<file path="src/rtl/vtm_lock_ctrl.sv">
module vtm_lock_ctrl #(
  parameter int LOCK_FRAMES = 2
) (
  input  logic clk,
  input  logic rst_n,
  input  logic line_vld,
  input  logic line_ok,
  input  logic frame_edge,
  input  logic frame_vld,
  input  logic frame_ok,
  input  logic stall,
  output logic ready_o
);

  localparam int             GW       = $clog2(LOCK_FRAMES + 1);
  localparam logic [GW-1:0]  GOOD_MAX = GW'(LOCK_FRAMES);

  logic          line_bad_q, line_bad_d;
  logic          line_seen_q, line_seen_d;
  logic [GW-1:0] good_q, good_d;
  logic          ready_q, ready_d;
  logic          bad_eff, seen_eff, frame_good;

  always_comb begin
    // a line edge coinciding with the vsync edge still belongs to the closing frame
    bad_eff    = line_bad_q | (line_vld & ~line_ok);
    seen_eff   = line_seen_q | line_vld;
    frame_good = frame_ok & ~bad_eff & seen_eff;

    line_bad_d  = bad_eff;
    line_seen_d = seen_eff;
    good_d      = good_q;
    ready_d     = ready_q;

    if (frame_edge) begin
      line_bad_d  = 1'b0;
      line_seen_d = 1'b0;
    end

    if (stall) begin
      good_d  = '0;
      ready_d = 1'b0;
    end else if (frame_vld) begin
      if (frame_good) begin
        good_d  = (good_q == GOOD_MAX) ? GOOD_MAX : good_q + GW'(1);
        ready_d = (good_d == GOOD_MAX);
      end else begin
        good_d  = '0;
        ready_d = 1'b0;
      end
    end
  end

  always_ff @(posedge clk or negedge rst_n) begin
    if (!rst_n) begin
      line_bad_q  <= 1'b0;
      line_seen_q <= 1'b0;
      good_q      <= '0;
      ready_q     <= 1'b0;
    end else begin
      line_bad_q  <= line_bad_d;
      line_seen_q <= line_seen_d;
      good_q      <= good_d;
      ready_q     <= ready_d;
    end
  end

  assign ready_o = ready_q;

endmodule

</file>
<file path="config.mk">
export PLATFORM = sky130hd
export DESIGN_NAME = vtm_lock_ctrl
export DESIGN_NICKNAME = d
export VERILOG_FILES = /design/src/rtl/vtm_lock_ctrl.sv
export SDC_FILE = /design/constraint.sdc
export NUM_CORES = 1
export LEC_CHECK = 0
export BUFFER_PORTS_ARGS = -buffer_cell sky130_fd_sc_hd__buf_2
export CORE_AREA = 2 2 39 41
export DETAILED_ROUTE_END_ITERATION = 16
export DIE_AREA = 0 0 41 43
export GPL_TIMING_DRIVEN = 0
export PLACE_DENSITY = 0.31
export SLEW_MARGIN = 0
export SYNTH_ARGS = -nofsm -noshare
export SYNTH_HDL_FRONTEND = slang
export SYNTH_SLANG_ARGS = --single-unit
</file>
<file path="constraint.sdc">
create_clock -name clk -period 3 [get_ports clk]
set_input_delay 0.6 -clock clk [delete_from_list [all_inputs] [get_ports clk]]
set_output_delay 0.6 -clock clk [all_outputs]
set_load 0.01 [all_outputs]
</file>
==> summary.md <==
| Metric | Value |
|---|---|
| Outcome | `completed` |
| Clk sinks | `4` |
| Setup CP Type | `reg -> out` |
| Worst slew margin | `81.8%` |
| Crit-path leading delay family | `flip-flops` |
| RSZ-0062 raised after global routing | `no` |
| WP depth | `1` |
| CTS hold repair buffers | `0` |
| Fin Setup TNS | `0 ns` |
| Antenna cells | `0` |
| Wire length on met2 | `200 um` |
| Root buf cell | `clkbuf_4` |
| Synth area leaders | `dfrtp_1 (49%), inv_1 (9.2%), o41ai_1 (8.6%), or3b_2 (8.6%), ha_1 (6.1%)` |
| Dpl cells | `44` |
| CP Launch Type | `flip-flop` |
| Min Tclk post-route | `1.35 ns` |
| CTS tree | `yes` |
| Routed vias | `180` |
| Drt wl/cell | `8.36 um` |
| Reg2reg start | `good_q[1]` |
| Share of layout cells above drive strength 1 | `41.9%` |
| # resized after CTS | `0` |
| Initial Utilization | `14.7%` |
| Post-Synth Adder-Cell Area | `6.13%` |
| Initial antenna violation count | `0` |
| VDD IR max | `0.138 mV` |
| GPL Wtd Cong | `0.591` |
| Initial DRC count | `0` |
| Critical Path AT | `0.75 ns` |
| Fraction of the mapped netlist area in simple logic gates | `19.6%` |
| Yosys top cell by area | `dfrtp_1` |
| Nets | `42` |
| Synth Area in Compound Gates | `11.0%` |
| HP Class | `in -> async` |
| Uppermost routed layer | `met3` |
| Std cell rows | `14` |
| Core Area | `1380 um2` |
| Synth cell types | `10` |
| CP max-delay cell | `dfrtp_1` |
| Lkg Pwr | `0.145 nW` |
| Fmax | `741 MHz` |
| Commonest cells after routing, fill and taps aside | `buf_2 (8), inv_1 (5), dfrtp_1 (4), clkbuf_4 (3)` |
| Final WL | `393 um` |
| Seq/Total Area, Yosys | `49.1%` |
| Die span in x | `41 um` |
| Die area | `1760 um2` |
| Crit-path cells | `buf_2` |
| Final Slew Violations | `0` |
| Synth Area per Inst | `10.2 um2` |
| Reg-to-reg setup timing slack | `1.88 ns` |
| XOR/XNOR share of the synthesized area | `0%` |
| R2R cell count | `4` |
| Worst setup path startpoint | `good_q[1]` |
| Setup bufs post-CTS | `0` |
| Largest net degree at the start of global routing | `5` |
| GR Util All Layers | `6.57%` |
| I/O pin count | `9` |
| Clock-pin slew on the worst setup and hold paths | `0.04 ns` |
| CP bufs+invs | `1` |
| Area of the mapped netlist | `204 um2` |
| DRT met1 WL | `152 um` |
| Overflow left after global routing | `0` |
| Syn nets | `29` |
| Drt pass-1 iters | `1` |
| Final Instance Count excl. Fillers | `47` |
| Worst skew pair latency | `0.23 ns` |
| CP endpoint | `ready_o` |
| # fillers | `159` |
| Cells after Synth | `20` |
| Final hold vios | `0` |
| Max_cap viols | `0` |
| Worst endpoint required time | `2.40 ns` |
| Max Root-Sink Buffers | `2` |
| Vias in the first global route | `209` |
| Worst clock skew | `0.00122 ns` |
| Number of nets with antenna violations after routing | `0` |
| Yosys reg bits | `4` |
| Final setup fails | `0` |
| Most common cell after layout, fill and taps aside | `buf_2` |
| Worst Tran Pin Value | `0.270 ns` |
| Final worst-path cycle share | `45.0%` |
| Synth top area share | `49.1%` |
| DRC viols | `0` |
| Crit-path max cell delay | `0.38 ns` |
| Final HPWL DP | `348 um` |
| Num CTS Buffers | `3` |
| CP Capture Type | `primary output` |
| Post-synthesis mux area share | `4.91%` |
| Crit Path Max Fanout | `3` |
| Via-to-Cell Ratio | `3.83` |
| Die Y | `43 um` |
| Total power | `134 uW` |
| Global-route wire length before repair | `765 um` |
| Synth warn | `0` |
| Area Overhead vs Synth | `40.5%` |
| Pwr dens | `469 nW/um2` |
| H-tree depth | `1` |
| Met3 WL | `40 um` |
| Largest family of logic cells by synthesized area | `simple AND/OR/NAND/NOR gates` |
| Reg-to-Reg End | `good_q[1]` |
| Port Buffer Count | `8` |
-- kinds of logic after synthesis --
family | after synthesis
compound gates | 3
fa+ha+maj | 1
buf+inv | 5
simple gates | 6
mux | 1
flops | 4
-- flip-flops by register name, summed over array words and instances, names as in the netlist --
register / count
good_q: 2
line_seen_q: 1
line_bad_q: 1
-- metal layers --
metal | vias up | global-route usage, %
met3 | 0 | 2.09
met1 | 84 | 7.54
met2 | 5 | 9.06
li1 | 91 | -
met4 | 0 | 6.00
met5 | - | 0
-- Yosys cell counts --
library cell,n
nor2_1,2
dfrtp_1,4
or2b_1,1
o41ai_1,2
or3b_2,2
inv_1,5
mux2i_1,1
a21oi_1,1
ha_1,1
nand3b_1,1
-- how the worst min path moves through the flow --
| stage | startpoint | endpoint | slack (ns) | cells past startpoint |
|---|---|---|---|---|
| after floorplan | rst_n | good_q[0] | 0.30 | 0 |
| after global placement | rst_n | good_q[0] | 0.41 | 1 |
| after detailed placement | rst_n | good_q[1] | 0.41 | 1 |
| after CTS | rst_n | good_q[1] | 0.16 | 1 |
| after global routing | rst_n | good_q[0] | 0.17 | 1 |
| final | rst_n | good_q[1] | 0.17 | 1 |
-- metrics by stage --
step / hold WS, ns / cell area [um2] / setup slack (ns) / util [%]
after floorplan: 0.304 / 204 / 1.79 / -
after global placement: 0.408 / 264 / 1.63 / 19.1
after detailed placement: 0.410 / 264 / 1.62 / 19.1
after CTS: 0.162 / 287 / 1.64 / 20.7
after global routing: 0.167 / 287 / 1.62 / 20.7
final: 0.168 / 287 / 1.65 / 20.7
-- power breakdown --
| group | internal, mW | leakage (nW) | switching, mW |
|---|---|---|---|
| clock network | 0.0446 | 0.0138 | 0.0194 |
| logic | 0.00657 | 0.0779 | 0.00630 |
| registers | 0.0566 | 0.0533 | 0.00103 |
| total | 0.108 | 0.145 | 0.0267 |
-- area by class of cell --
cell class	instances	area (um2)	area share, %
Clock buffer	3	22.5	7.86
Sequential cell	4	100	34.9
Timing Repair Buffer	8	40.0	14.0
Multi-Input combinational cell	11	85.1	29.7
Inverter	5	18.8	6.55
Tap cell	16	20.0	6.99
No activity file was read; power rests on OpenSTA's default activity.
